==> config.mk <==
export PLATFORM = sky130hd
export DESIGN_NAME = frame_head_ctrl
export DESIGN_NICKNAME = d
export VERILOG_FILES = /design/src/rtl/fhc_pkg.sv /design/src/rtl/vc_credit_bank.sv /design/src/rtl/head_action_sel.sv /design/src/rtl/frame_head_ctrl.sv
export SDC_FILE = /design/constraint.sdc
export NUM_CORES = 1
export LEC_CHECK = 0
export BUFFER_PORTS_ARGS = -buffer_cell sky130_fd_sc_hd__buf_4
export CAP_MARGIN = 25
export CORE_UTILIZATION = 25
export DETAILED_ROUTE_END_ITERATION = 10
export GPL_ROUTABILITY_DRIVEN = 0
export HOLD_SLACK_MARGIN = 0.15
export PLACE_DENSITY_LB_ADDON = 0.15
export SLEW_MARGIN = 0
export SYNTH_ARGS = -nofsm -noshare
export SYNTH_HDL_FRONTEND = slang
export SYNTH_SLANG_ARGS = --single-unit
export TNS_END_PERCENT = 50
==> constraint.sdc <==
create_clock -name clk -period 3.4 [get_ports clk]
set_input_delay 0.68 -clock clk [delete_from_list [all_inputs] [get_ports clk]]
set_output_delay 0.68 -clock clk [all_outputs]
set_load 0.03 [all_outputs]
==> src/rtl/fhc_pkg.sv <==
package fhc_pkg;
    typedef enum logic [1:0] {
        ACT_SEND  = 2'd0,
        ACT_RETAG = 2'd1,
        ACT_DROP  = 2'd2
    } act_e;
endpackage

==> src/rtl/vc_credit_bank.sv <==
// Per-VC saturating credit counters with one increment and one consume port.
module vc_credit_bank #(
    parameter int NUM_VC = 8,
    parameter int CNT_W  = 4,
    localparam int VC_W  = $clog2(NUM_VC)
) (
    input  logic              clk,
    input  logic              rst_n,
    input  logic              inc,
    input  logic [VC_W-1:0]   inc_vc,
    input  logic              dec,
    input  logic [VC_W-1:0]   dec_vc,
    output logic [NUM_VC-1:0] nz
);
    localparam logic [CNT_W-1:0] CNT_MAX = '1;

    typedef struct packed {
        logic [NUM_VC-1:0][CNT_W-1:0] cnt;
    } bank_s;

    bank_s st_d, st_q;

    always_comb begin
        st_d = st_q;
        for (int i = 0; i < NUM_VC; i++) begin
            logic up, dn;
            up = inc && (inc_vc == VC_W'(i));
            dn = dec && (dec_vc == VC_W'(i)) && (st_q.cnt[i] != '0);
            if (up && !dn && st_q.cnt[i] != CNT_MAX)
                st_d.cnt[i] = st_q.cnt[i] + 1'b1;
            else if (dn && !up)
                st_d.cnt[i] = st_q.cnt[i] - 1'b1;
        end
    end

    always_ff @(posedge clk) begin
        if (!rst_n) st_q <= '0;
        else        st_q <= st_d;
    end

    for (genvar g = 0; g < NUM_VC; g++) begin : g_nz
        assign nz[g] = (st_q.cnt[g] != '0);
    end
endmodule

==> src/rtl/head_action_sel.sv <==
// Picks the action for the head cell: fresh decision on a first cell,
// stored per-VC action otherwise.
module head_action_sel (
    input  logic             hd_first,
    input  logic             hd_low,
    input  logic             pen_nz,
    input  logic             loss_nz,
    input  fhc_pkg::act_e    stored,
    output fhc_pkg::act_e    act
);
    always_comb begin
        if (!hd_first)              act = stored;
        else if (hd_low && pen_nz)  act = fhc_pkg::ACT_DROP;
        else if (hd_low && loss_nz) act = fhc_pkg::ACT_RETAG;
        else                        act = fhc_pkg::ACT_SEND;
    end
endmodule

==> src/rtl/frame_head_ctrl.sv <==
module frame_head_ctrl #(
    parameter int NUM_VC = 8,
    parameter int CNT_W  = 4,
    localparam int VC_W  = $clog2(NUM_VC)
) (
    input  logic            clk,
    input  logic            rst_n,
    input  logic            pen_inc,
    input  logic [VC_W-1:0] pen_vc,
    input  logic            loss_inc,
    input  logic [VC_W-1:0] loss_vc,
    input  logic            hd_valid,
    input  logic [VC_W-1:0] hd_vc,
    input  logic            hd_first,
    input  logic            hd_low,
    output logic            hd_pop,
    output logic            tx_valid,
    input  logic            tx_ready,
    output logic [VC_W-1:0] tx_vc,
    output logic            tx_low,
    output logic            free_pulse,
    output logic [VC_W-1:0] free_vc
);
    import fhc_pkg::*;

    typedef struct packed {
        act_e [NUM_VC-1:0] flag;
    } flag_s;

    flag_s st_d, st_q;

    logic [NUM_VC-1:0] pen_nz, loss_nz;
    act_e act;
    logic pop, take_first, pen_dec, loss_dec;

    vc_credit_bank #(.NUM_VC(NUM_VC), .CNT_W(CNT_W)) u_pen (
        .clk(clk), .rst_n(rst_n),
        .inc(pen_inc), .inc_vc(pen_vc),
        .dec(pen_dec), .dec_vc(hd_vc),
        .nz(pen_nz)
    );

    vc_credit_bank #(.NUM_VC(NUM_VC), .CNT_W(CNT_W)) u_loss (
        .clk(clk), .rst_n(rst_n),
        .inc(loss_inc), .inc_vc(loss_vc),
        .dec(loss_dec), .dec_vc(hd_vc),
        .nz(loss_nz)
    );

    head_action_sel u_sel (
        .hd_first(hd_first),
        .hd_low(hd_low),
        .pen_nz(pen_nz[hd_vc]),
        .loss_nz(loss_nz[hd_vc]),
        .stored(st_q.flag[hd_vc]),
        .act(act)
    );

    always_comb begin
        tx_valid   = hd_valid && (act != ACT_DROP);
        tx_low     = (act == ACT_RETAG) ? 1'b0 : hd_low;
        tx_vc      = hd_vc;
        pop        = hd_valid && ((act == ACT_DROP) || tx_ready);
        take_first = pop && hd_first;
        pen_dec    = take_first && (act == ACT_DROP);
        loss_dec   = take_first && (act == ACT_RETAG);
        st_d = st_q;
        if (take_first) st_d.flag[hd_vc] = act;
    end

    always_ff @(posedge clk) begin
        if (!rst_n) st_q <= '0;
        else        st_q <= st_d;
    end

    assign hd_pop     = pop;
    assign free_pulse = pop;
    assign free_vc    = hd_vc;
endmodule

Word level (Yosys, flattened, before mapping)
Index checks and enable logic that the tools add are counted.
{"block": "word_totals", "regBits": 80, "latchBits": 0, "ram_bits": 0, "romBits": 0, "in_bits": 17, "output_inout_bits": 10, "wordCells": 315, "mem_count": 0}
{"block": "op_classes", "addsub": 32, "mul": 0, "n_div": 0, "n_lt_le_gt_ge": 2, "n_eq_ne": 40, "shifts": 0, "muxes": 45, "bitwise_logic": 0, "n_reduce_logical": 172}
{"operator": "$mux 4", "count": 32}
{"operator": "$logic_and 1x1->1", "count": 104}
{"operator": "$add 4x1->4 const B", "count": 16}
{"operator": "$ne 4x4->1 const B", "count": 16}
{"operator": "$reduce_bool 4->1", "count": 16}
{"operator": "$sub 4x1->4 const B", "count": 16}
{"operator": "$eq 3x3->1 const B", "count": 12}
{"operator": "$logic_not 1->1", "count": 32}
{"operator": "$reduce_bool 2->1", "count": 16}
{"operator": "$eq 3x2->1 const B", "count": 6}
{"operator": "$bwmux 16", "count": 1}
{"operator": "$eq 3x1->1 const B", "count": 3}
{"operator": "$logic_not 3->1", "count": 3}
{"operator": "$mux 2", "count": 4}
{"operator": "$bmux 1 s3", "count": 2}
{"operator": "$bmux 2 s3", "count": 1}
{"operator": "$demux 2 s3", "count": 1}
{"operator": "$lt 3x4->1 const B", "count": 1}
{"operator": "$mux 1", "count": 4}
{"operator": "$ge 3x1->1 const B", "count": 1}
{"operator": "$eq 2x1->1 const B", "count": 1}
{"operator": "$eq 2x2->1 const B", "count": 1}
{"operator": "$ne 2x2->1 const B", "count": 1}
{"operator": "$logic_or 1x1->1", "count": 1}

Longest topological paths before layout
Gate-level depths: netlist of run 1.
{"block": "logic_depth", "depth_word": 18, "depth_mapped": 16, "ltp_nobuf": 13}

Modules after synthesis
A second synthesis of run 1 with hierarchy kept.
{"block": "unflattened", "hier_cells": 697, "area_unflattened_um2": 6565.0}
{"mod": "vc_credit_bank (u_loss)", "instances": 1, "cells_per_inst": 284, "area_each_um2": 2742.6, "seq_area_each_um2": 640.6}
{"mod": "vc_credit_bank (u_pen)", "instances": 1, "cells_per_inst": 284, "area_each_um2": 2702.6, "seq_area_each_um2": 640.6}
{"mod": "frame_head_ctrl", "instances": 1, "cells_per_inst": 123, "area_each_um2": 1088.5, "seq_area_each_um2": 320.3}
{"mod": "head_action_sel", "instances": 1, "cells_per_inst": 6, "area_each_um2": 31.3, "seq_area_each_um2": 0.0}

Least setup slack after synthesis of run 1
No wires, ideal clock.
{"block": "synth_path", "path_type": "input port to flip-flop", "startpoint": "in hd_vc[0]", "endpoint": "reg u_pen.st_q[11] (netlist bit)", "setup_time_ns": 0.115, "arrival_ns": 3.444, "required_ns": 3.285, "path_slack_ns": -0.159, "cell_stages": 14, "path_buffers": 3, "path_cell_list": "buf_4 -> buf_2 -> nor3_1 -> a22oi_1 -> o311a_1 -> nand2_1 -> clkbuf_1 -> o311ai_1 -> ha_1 -> a21o_1 -> a21oi_1 -> mux2i_1 -> xor2_1 -> and2_1"}
{"block": "synth_between", "elab_chain_cells": 17, "elab_cells_between_ends": 25, "classes_between": "eq/ne (2); mux (10); reduce/logical (13)"}
{"item": "start: declaration", "line_no": "frame_head_ctrl.sv:13", "source": "input logic [VC_W-1:0] hd_vc,"}
{"item": "$bmux 1 s3", "line_no": "frame_head_ctrl.sv:54", "source": ".loss_nz(loss_nz[hd_vc]),"}
{"item": "$mux 1 (not written as such)", "line_no": "frame_head_ctrl.sv:54"}
{"item": "$logic_and 1x1->1", "line_no": "head_action_sel.sv:14", "source": "else if (hd_low && loss_nz) act = fhc_pkg::ACT_RETAG;"}
{"item": "$mux 1", "line_no": "head_action_sel.sv:14"}
{"item": "$mux 2", "line_no": "head_action_sel.sv:13", "source": "else if (hd_low && pen_nz) act = fhc_pkg::ACT_DROP;"}
{"item": "$mux 2", "line_no": "head_action_sel.sv:12", "source": "if (!hd_first) act = stored;"}
{"item": "$eq 2x2->1", "line_no": "frame_head_ctrl.sv:63, frame_head_ctrl.sv:65"}
{"item": "$logic_or 1x1->1", "line_no": "frame_head_ctrl.sv:63", "source": "pop = hd_valid && ((act == ACT_DROP) || tx_ready);"}
{"item": "$logic_and 1x1->1", "line_no": "frame_head_ctrl.sv:63"}
{"item": "$logic_and 1x1->1", "line_no": "frame_head_ctrl.sv:64", "source": "take_first = pop && hd_first;"}
{"item": "$logic_and 1x1->1", "line_no": "frame_head_ctrl.sv:65", "source": "pen_dec = take_first && (act == ACT_DROP);"}
{"item": "$logic_and 1x1->1 * (2 in a row)", "line_no": "vc_credit_bank.sv:28", "source": "dn = dec && (dec_vc == VC_W'(i)) && (st_q.cnt[i] != '0);"}
{"item": "$logic_not 1->1", "line_no": "vc_credit_bank.sv:29", "source": "if (up && !dn && st_q.cnt[i] != CNT_MAX)"}
{"item": "$logic_and 1x1->1 (2 in a row)", "line_no": "vc_credit_bank.sv:29"}
{"item": "$mux 4 / $reduce_bool 2->1 (equally long branches)"}
{"item": "end signal: assignment", "line_no": "vc_credit_bank.sv:38", "source": "else st_q <= st_d;"}
{"item": "end: declaration", "line_no": "vc_credit_bank.sv:21", "source": "bank_s st_d, st_q;"}
Every way passes the cells marked *; elsewhere a longest branch is shown, timed or not. The select of a mux whose other input is x is not followed.
A chain may end at the register's enable or synchronous reset.

Worst setup path after layout of run 1
{"block": "layout_path", "startpoint": "reg u_pen.st_q[31] (netlist bit)", "endpoint": "out free_pulse"}
{"block": "layout_between", "elab_chain_cells": 9}
{"item": "$reduce_bool 4->1", "line_no": "vc_credit_bank.sv:42", "source": "assign nz[g] = (st_q.cnt[g] != '0);"}
{"item": "$bmux 1 s3", "line_no": "frame_head_ctrl.sv:53", "source": ".pen_nz(pen_nz[hd_vc]),"}
{"item": "$mux 1 (not written as such)", "line_no": "frame_head_ctrl.sv:53"}
{"item": "$logic_and 1x1->1", "line_no": "head_action_sel.sv:13"}
{"item": "$mux 2", "line_no": "head_action_sel.sv:13"}
{"item": "$mux 2", "line_no": "head_action_sel.sv:12"}
{"item": "$eq 2x2->1", "line_no": "frame_head_ctrl.sv:63"}
{"item": "$logic_or 1x1->1", "line_no": "frame_head_ctrl.sv:63"}
{"item": "$logic_and 1x1->1", "line_no": "frame_head_ctrl.sv:63"}
{"item": "end: declaration", "line_no": "frame_head_ctrl.sv:21", "source": "output logic free_pulse,"}
No other way between the ends. The select of a mux whose other input is x is not followed.

==> results_dict.tcl, run 1 <==
set metrics [dict create \
    dieArea_um2 23100 \
    drc_errors 8 \
    insertion_delay_ps 350 \
    wl_met2_mm 6.90 \
    hp-class "reg2reg" \
    layout_commonest_cell "buf_4" \
    start_util_pct 25.6 \
    cts_root_buffer "clkbuf_16" \
    cp-end-kind "output port" \
    ant_nets 0 \
    synth_area_per_cell_um2 8.91 \
    p_seq_share_pct 40.6 \
    grt-ovfl-total 0 \
    syn_nets 696 \
    fin_skew_ps 8.00 \
    post_drt_wl_per_cell_um 14.5 \
    ys_seq_area_share_pct 28.5 \
    numPortBuffers 26 \
    worstSetupPathType "reg2out" \
    synth_enable_flop_cells 0 \
    p_total_mw 2.45 \
    yosysUniqueCellTypes 59 \
    nFillCells 2271 \
    die_w_um 152 \
    grt_usage_pct 13.3 \
    netlist_area_um2 5620 \
    routed_wl_mm 14.7 \
    nets 801 \
    tightest_slew_ps 485 \
    antenna_cells 0 \
    start_kind "register" \
    p_comb_share_pct 19.5 \
    grt_pass1_vias 4986 \
    drive_gt1_share_pct 26.9 \
    ios 27 \
    crit_fanout 4 \
    post-route-period-util_pct 96.5 \
    cts_sinks 80 \
    drt-vias-per-instance 4.77 \
    firstDrtPassIters 7 \
    startpoint "u_pen.st_q[31]" \
    hold_violations 0 \
    h-tree-depth 3 \
    power_density_nw_per_um2 338 \
    numCtsBuffers 9 \
    max_freq_mhz 305 \
    synth-warning-count 0 \
    ys_async_sr_fraction_pct 0 \
    worstPathArrival_ps 2600 \
    mostFrequentLayoutCells "buf_4, dfxtp_1, nand2_1" \
    cts_buffer_depth 2 \
    highest_layer "met4" \
    drv_slew 0 \
    finalCriticalPeriod_ps 3280 \
    max_slew_margin_pct 66.7 \
    p_leak_nw 3.15 \
    netSwitchingPower_mw 0.681 \
    rsz0062_at_grt "yes" \
    ys.flop_type "dfxtp_1" \
    hpwl_mm 11.2 \
    cts_tree "done" \
    internal_power_mw 1.77 \
    drt_iter0_markers 172 \
    syn_inst 631 \
    rows 54 \
    r2r_cells 14 \
    setup_viol 0 \
    worstReg2RegEnd "u_pen.st_q[19]" \
    violations "design-rule violations" \
    grt_max_degree 51 \
    area_growth_syn_to_layout_pct 28.9 \
    clockPowerShare_pct 40.0 \
    via_count 4862 \
    status "finished with violations" \
    dp_cells 1001 \
    rrSetupSlack_ps 140 \
    crit_path_end "free_pulse" \
    wl_met3_um 223 \
    die_y_um 152 \
    swShare_pct 27.7 \
    wl_met1_mm 7.38 \
    max_cap_violations 0 \
    hold_buffers 0 \
    reg2reg_from "u_pen.st_q[8]" \
    clk_pin_slew_worst_paths_ps 60 \
    synth_seq_cells 80 \
    ir_drop_uv 248 \
    stdcell_count 1020 \
    crit_required_ps 2720 \
    grt_pass1_wl_mm 24.7 \
    finish.utilization_pct 33.0 \
    antenna_found_initial 0 \
    core_um2 22000 \
]
==> worst max-delay path, stage by stage (launching register included) <==
cell and delay [ps]:
dfxtp_2 340, or4_4 560, o22ai_2 190, o21ai_2 100
buf_4 160, a32oi_4 290, buf_6 170, nor2_4 50
a21oi_2 160, nor2b_2 80, buf_4 170
==> cell usage after synthesis, drive strengths merged (9+ instances only) <==
cell type  number  area [um^2]
or4             9         67.6
nor2b          14         87.6
clkbuf         15         56.3
a21o           16          120
fa             16          320
nand4          12         75.1
nor4           17          173
nand3          26          130
nor3           16         80.1
nand2b         18          113
ha             32          400
dfxtp          80         1600
o21ai          37          193
xor2           25          219
nand2          71          267
and2           30          188
xnor2          15          131
a21oi          29          145
nor2           29          109
buf            16          114
mux2i          41          414
==> flip-flops by register name, indices dropped and copies added (netlist names) <==
signal,flops
u_loss.st_q,32
st_q,16
u_pen.st_q,32
==> stage by stage <==
stage / TNS (ps) / hold slack (ps) / setup WS [ps] / cell area, um^2
after floorplan: -393 / 450 / -106 / 5630
after global placement: -668 / 463 / -107 / 6720
after detailed placement: -1300 / 480 / -198 / 6720
after CTS: 0 / 494 / 5.06 / 7040
after global routing: -114 / 506 / -31.2 / 7250
final: 0 / 487 / 117 / 7250
==> logic make-up (layout without fill, tap and decap cells) <==
family,Yosys count,in the layout,share of synthesized area (%)
muxes,46,46,8.77
adders and majority gates,48,48,12.8
AOI/OAI and AO/OA,129,129,16.3
xor gates and xnor gates,40,40,6.23
DFF,80,80,28.5
and+or+nand+nor,250,250,23.9
buffers and inverters,38,147,3.49
==> worst min-delay path by stage <==
stage          cells after the start         endpoint             from
2_1_floorplan                      2   u_loss.st_q[3]   u_loss.st_q[3]
3_3_place_gp                       2   u_loss.st_q[3]   u_loss.st_q[3]
3_5_place_dp                       2   u_loss.st_q[7]   u_loss.st_q[7]
4_1_cts                            2  u_loss.st_q[23]  u_loss.st_q[23]
5_1_grt                            2   u_loss.st_q[3]   u_loss.st_q[3]
6_report                           2   u_loss.st_q[3]   u_loss.st_q[3]
==> power by group through the flow <==
stage	Combinational (mW)	Sequential, mW	Clock (mW)
global placement	0.441	1.01	0
CTS	0.456	0.995	1.02
floorplan	0.279	1.01	0
detailed placement	0.449	1.01	0
finish	0.477	0.996	0.980
global route	0.530	1.00	1.06
==> routing by layer <==
layer | up-vias | GRT usage (%)
met5 | - | 0
met4 | 0 | 5.44
met3 | 13 | 1.65
met2 | 41 | 22.1
met1 | 2310 | 17.4
li1 | 2498 | -
==> timing repair <==
item | CTS | global route
setup buffers | 1 | 3
endpoints found under the setup margin | 10 | 14
pin swaps | 2 | 20
hold endpoints to repair | 0 | 0
resized for setup | 6 | 41
==> area by class of cell <==
class	count	area, um^2	area share [%]
multi-input combinational	513	4010	55.3
sequential	80	1610	22.3
timing repair buffer	125	965	13.3
tap	280	350	4.83
clock buffer	11	243	3.35
clock inverter	4	45.0	0.621
inverter	7	26.3	0.362
Note: power is estimated with default switching activity, not from simulation.
==> run 2: changes to the inputs <==
- ABC_AREA: not set -> 1
- CORE_UTILIZATION: 25 -> 30
==> run 2 against run 1 <==
Effect of this change:
- the flow now finishes without violations
- utilization rose by 7.6 points
- clock skew about the same
- flip-flop and latch count is the same
- non-clock buffer count increased by 6
- sequential power about the same
- critical path depth increased by 4
- total power rose by 2.9%
- worst setup slack worse by 30 ps
- clock power about the same
- wire length increased by 4.6%
- first-iteration DRC count is 66% higher
- largest cell class unchanged
==> results_dict.tcl, run 2 <==
set metrics [dict create \
    status "finished, final reports clean" \
    synth_top_area_share_pct 29.1 \
    startpoint "hd_vc[0]" \
    synth_area_per_cell_um2 6.84 \
    max_freq_mhz 302 \
    tns_ps 0 \
    crit_path_end "hd_pop" \
    die_w_um 138 \
    core_um2 18000 \
    mostFrequentLayoutCells "nand2_1, buf_4, nor2_1" \
    insertion_delay_ps 350 \
    worstPathArrival_ps 2630 \
    ant_nets 0 \
    ys_async_sr_fraction_pct 0 \
    synth_enable_flop_cells 0 \
    syn_inst 806 \
    crit_required_ps 2720 \
    hpwl_mm 11.7 \
    post-route-period-util_pct 97.4 \
    rsz0062_at_grt "yes" \
    finish.utilization_pct 40.6 \
    synthTopCellsByArea "dfxtp_1, nand2_1, nor2_1, ha_1, nand3_1" \
    ys.flop_type "dfxtp_1" \
    antenna_found_initial 0 \
    reg2reg_from "u_loss.st_q[8]" \
    grt_usage_pct 17.0 \
    worstReg2RegEnd "u_loss.st_q[19]" \
    antenna_cells 0 \
    start_kind "input port" \
    power_density_nw_per_um2 346 \
    routed_wl_mm 15.4 \
    fin_skew_ps 8.00 \
    p_leak_nw 3.18 \
    drt-vias-per-instance 4.72 \
    worst_hold_slack_ps 459 \
    cts_tree "done" \
    grt_pass1_wl_mm 24.9 \
    nets 995 \
    dieArea_um2 18900 \
    yosysUniqueCellTypes 34 \
    grt_pass1_vias 5051 \
    cp-end-kind "output port" \
    ys_seq_area_share_pct 29.1 \
    numPortBuffers 26 \
    rrSetupSlack_ps 410 \
    netlist_area_um2 5510 \
    setup_viol 0 \
    start_util_pct 30.7 \
    largestRegisters "u_loss.st_q: 32 flops, u_pen.st_q: 32 flops, st_q: 16 flops" \
    ir_drop_uv 233 \
    max_cap_violations 0 \
    rows 49 \
    cts_sinks 80 \
    yosysMostFrequentCell "nand2_1" \
    drv_slew 0 \
    synth_common_cells "nand2_1, nor2_1, inv_1, dfxtp_1, nand3_1" \
    cts_buffer_depth 2 \
    die_y_um 138 \
    tightest_slew_ps 1010 \
    clk_pin_slew_worst_paths_ps 60 \
    syn_nets 871 \
    h-tree-depth 3 \
    worstSetupPathType "in2out" \
    area_growth_syn_to_layout_pct 32.4 \
    drc_errors 0 \
    layout_commonest_cell "nand2_1" \
    crit_fanout 7 \
    synth-warning-count 0 \
    numCtsBuffers 9 \
    max_slew_margin_pct 32.7 \
    hold_buffers 0 \
    hp-class "reg2reg" \
    grt-ovfl-total 0 \
    yosys.area.top_type "dfxtp_1" \
    synth_seq_cells 80 \
    cts_root_buffer "clkbuf_16" \
    r2r_cells 22 \
    firstDrtPassIters 4 \
    post_drt_wl_per_cell_um 13.3 \
    grt_max_degree 56 \
    finalCriticalPeriod_ps 3310 \
    ios 27 \
    drive_gt1_share_pct 22.9 \
    hold_violations 0 \
    via_count 5489 \
    drt_iter0_markers 286 \
    nFillCells 1897 \
]
## run 2: cell count changes after synthesis, moves of 15 or more
cell,previous run,this run
nand2_1,71,175
a21o_1,16,1
nand3_1,26,77
a31oi_1,0,20
and2_1,30,0
nor3_1,16,1
nand2b_1,18,0
nor2_1,29,113
inv_1,7,84
a21oi_1,29,56
xor2_1,25,7
mux2i_1,40,0
## run 2: worst max-delay path: stages
cell	delay [ps]
buf_4	140
inv_2	70
nor2_4	40
buf_12	130
buf_4	130
buf_4	120
nand2_1	60
nand2_1	80
o221ai_2	210
nand3_2	110
buf_4	170
a21boi_0	330
buf_4	190
buf_4	150
## run 2: through the flow
step | power, mW | instance area, um^2 | cells | setup WS (ps)
after floorplan | 1.32 | 5510 | 806 | 11.1
after global placement | 1.50 | 6640 | 1142 | -305
after detailed placement | 1.50 | 6640 | 1142 | -314
after CTS | 2.52 | 6940 | 1156 | 50.9
after global routing | 2.66 | 7300 | 1162 | -53.0
final | 2.53 | 7300 | 1162 | 87.5
## run 2: cell families (layout without fill, tap and decap cells)
| logic type | count (synthesis) | after routing | share of synthesized area [%] |
|---|---|---|---|
| AO/OA/AOI/OAI | 145 | 145 | 14.7 |
| XOR/XNOR | 18 | 18 | 2.86 |
| adder cells (fa/ha/maj) | 48 | 48 | 13.1 |
| buffers and inverters | 105 | 232 | 7.86 |
| flip-flops | 80 | 80 | 29.1 |
| AND/OR/NAND/NOR | 410 | 410 | 32.4 |
## run 2: repair_timing
item	4_1_cts	5_1_grt
endpoints found under the setup margin	0	20
gates resized for setup	0	51
hold endpoints to repair	0	0
buffers inserted	0	6
## run 2: report_power, final
group          internal, mW  leakage, nW  switching [mW]
Combinational         0.221         2.39           0.277
Sequential            0.973        0.650          0.0459
Clock                 0.600        0.143           0.409
## run 2: worst min-delay path by stage
stage          cells after the start  slack [ps]     start        to
6_report                           2         460  st_q[10]  st_q[10]
5_1_grt                            2         490  st_q[10]  st_q[10]
3_5_place_dp                       2         450  st_q[10]  st_q[10]
2_1_floorplan                      2         440  st_q[11]  st_q[11]
4_1_cts                            2         460  st_q[10]  st_q[10]
3_3_place_gp                       2         450  st_q[10]  st_q[10]
## run 2: cell type report
cell class	instances	area [um^2]	area share [%]
repair buffers	131	1030	14.1
well taps	229	287	3.93
multi-input cells	621	3760	51.5
inverters	87	327	4.48
flip-flops and latches	80	1600	22.0
clock inverters	3	42.5	0.583
clock buffers	11	253	3.46
## run 2: routing by layer
layer	routed length [um]	global-route usage [%]	up-vias
li1	-	-	2926
met5	0	0	-
met3	316	2.10	12
met1	7710	22.8	2498
met4	210	5.49	0
met2	7190	28.1	53
==> run 3: changes to the inputs <==
- SETUP_SLACK_MARGIN: not set -> 0.5
==> run 3 against run 2 <==
Effect of this change:
- total power rose by 9.1%
- non-clock buffer count rose by 20
- worst hold slack better by 12 ps
- worst setup slack better by 130 ps
- flip-flop and latch count did not move
==> results_dict.tcl, run 3 (synthesized netlist as in run 2, its figures left out) <==
set metrics [dict create \
    max_slew_margin_pct 30.5 \
    hold_start "st_q[2]" \
    via_count 5616 \
    grt_use_met2_pct 28.2 \
    finish.utilization_pct 45.3 \
    hold_end "st_q[2]" \
    max_cap_violations 0 \
    grt_max_degree 33 \
    start_kind "input port" \
    die_w_um 138 \
    hold_depth 2 \
    mostFrequentLayoutCells "nand2_1, buf_4, nor2_1" \
    max_freq_mhz 315 \
    worstPathArrival_ps 3430 \
    hpwl_mm 11.6 \
    numPortBuffers 26 \
    area_growth_syn_to_layout_pct 47.6 \
    dieArea_um2 18900 \
    fin_skew_ps 10.1 \
    hold_buffers 0 \
    firstDrtPassIters 4 \
    rsz0062_at_grt "yes" \
    drive_gt1_share_pct 31.4 \
    tightest_slew_ps 1040 \
    critPathBufInv 5 \
    ios 27 \
    dpl_cell_area_um2 6820 \
    crit_required_ps 3650 \
    drt_iter0_markers 227 \
    layout_commonest_cell "nand2_1" \
    path_cells "buf_12, inv_8, nor2_4, buf_12, buf_4, nand3_4, a21oi_2, nor2_2, nand3_1, nand2_2, nand3_4, nand2_4, nand3_4, buf_12, nor2_4, nand2_2, nand2_4, ha_4, and3_4, a211oi_2, nand3b_1, nand2_1, a21oi_1, nor2_1" \
    core_um2 18000 \
    ant_nets 0 \
    cts_sinks 80 \
    rrSetupSlack_ps 340 \
    reg2reg_from "u_pen.st_q[8]" \
    drc_errors 0 \
    die_y_um 138 \
    power_density_nw_per_um2 339 \
    hp-class "reg2reg" \
    antenna_cells 0 \
    crit_family "simple AND/OR/NAND/NOR gates" \
    nets 1015 \
    routed_wl_mm 15.8 \
    p_total_mw 2.76 \
    clk_pin_slew_worst_paths_ps 70 \
    slowest_stage "ha_4" \
    r2r_cells 22 \
    hold_violations 0 \
    post-route-period-util_pct 93.5 \
    cts_buffer_depth 2 \
    fin_ws_ps 222 \
    cts_root_buffer "clkbuf_16" \
    grt-ovfl-total 0 \
    crit_fanout 7 \
    cp-end-kind "register" \
    antenna_found_initial 0 \
    status "finished, final reports clean" \
    finalCriticalPeriod_ps 3180 \
    gr-usage-met1_pct 23.4 \
    worstReg2RegEnd "u_loss.st_q[23]" \
    rows 49 \
    setup_viol 0 \
    drv_slew 0 \
    p_leak_nw 3.48 \
    drt-vias-per-instance 4.74 \
    start_util_pct 30.7 \
    grt_pass1_wl_mm 25.4 \
    ir_drop_uv 226 \
    numCtsBuffers 9 \
    postLayoutCellArea_um2 8130 \
    worstSetupPathType "in2reg" \
    grt_usage_pct 17.5 \
    grtUsageMet3_pct 2.35 \
    h-tree-depth 3 \
    grt_pass1_vias 5157 \
    crit_path_max_incr_delay_ps 220 \
    insertion_delay_ps 350 \
    largestRegisters "u_loss.st_q: 32 flops, u_pen.st_q: 32 flops, st_q: 16 flops" \
    pre_cts_ws_ps -363 \
    grt.busiest_layer "met2" \
    cts_tree "done" \
    post_drt_wl_per_cell_um 13.4 \
]
run 3: cell types whose count changed in the layout (fill, tap and decap cells not counted), moves of 6 or more:
cell,delta
nand3_2,-6
a21oi_2,+8
nand2_1,-25
nor2_1,-8
nand2_4,+15
nand3_4,+9
nand2_2,+9
a21oi_1,-8
buf_4,-7
ha_1,-10
buf_6,+24
ha_4,+10
run 3: worst register-to-register path: stages (launching register included):
cell	delay [ps]
dfxtp_1	460
inv_1	60
nand2_1	70
nor2_1	50
nand2_1	50
nand3_1	80
nor2_2	160
nand3_1	100
nand2_2	120
nand3_4	100
nand2_4	100
nand3_4	110
buf_12	160
nor2_4	190
nand2_2	110
nand2_4	100
ha_4	220
and3_4	170
a211oi_2	160
nand3b_1	130
nand2_1	70
a21oi_1	130
nor2_1	60
run 3: timing repair:
action / in CTS / in global routing
endpoints found under the setup margin: 57 / 65
setup buffers: 17 / 20
gates resized for setup: 67 / 77
pin swaps: 28 / 60
run 3: power by group:
part           leakage, nW  switching (mW)  internal, mW
Sequential           0.650          0.0514         0.973
Combinational         2.66           0.309         0.268
Clock                0.166           0.436         0.719
run 3: stage by stage:
stage	hold WS (ps)	std cells	TNS (ps)
floorplan	440	806	0
global placement	460	1131	-7360
detailed placement	454	1131	-8130
CTS	472	1164	0
global route	491	1184	0
finish	471	1184	0
run 3: layout make-up:
type | instances | area (um^2)
Clock buffer | 9 | 225
Clock inverter | 7 | 120
Fill cell | 1816 | 9830
Inverter | 87 | 339
Multi-Input combinational cell | 621 | 4250
Sequential cell | 80 | 1600
Tap cell | 229 | 287
Timing Repair Buffer | 151 | 1310
run 3: metal layers:
| layer | wire length, um | share of wire (%) | vias to the layer above |
|---|---|---|---|
| met3 | 334 | 2.1 | 20 |
| met5 | 0 | 0 | - |
| met4 | 340 | 2.1 | 0 |
| met2 | 7370 | 47 | 55 |
| met1 | 7790 | 49 | 2570 |
| li1 | - | - | 2971 |
run 3: worst max-delay path by stage:
stage                     startpoint         endpoint  slack (ps)  cells past startpoint
after global placement      hd_vc[1]   u_pen.st_q[19]        -340                     24
final                       hd_vc[0]  u_loss.st_q[23]         220                     24
after floorplan             hd_vc[2]  u_loss.st_q[23]         360                     20
after CTS                   hd_vc[1]  u_loss.st_q[31]         340                     27
after detailed placement    hd_vc[1]   u_pen.st_q[27]        -360                     26
after global routing        hd_vc[1]  u_loss.st_q[19]          20                     26
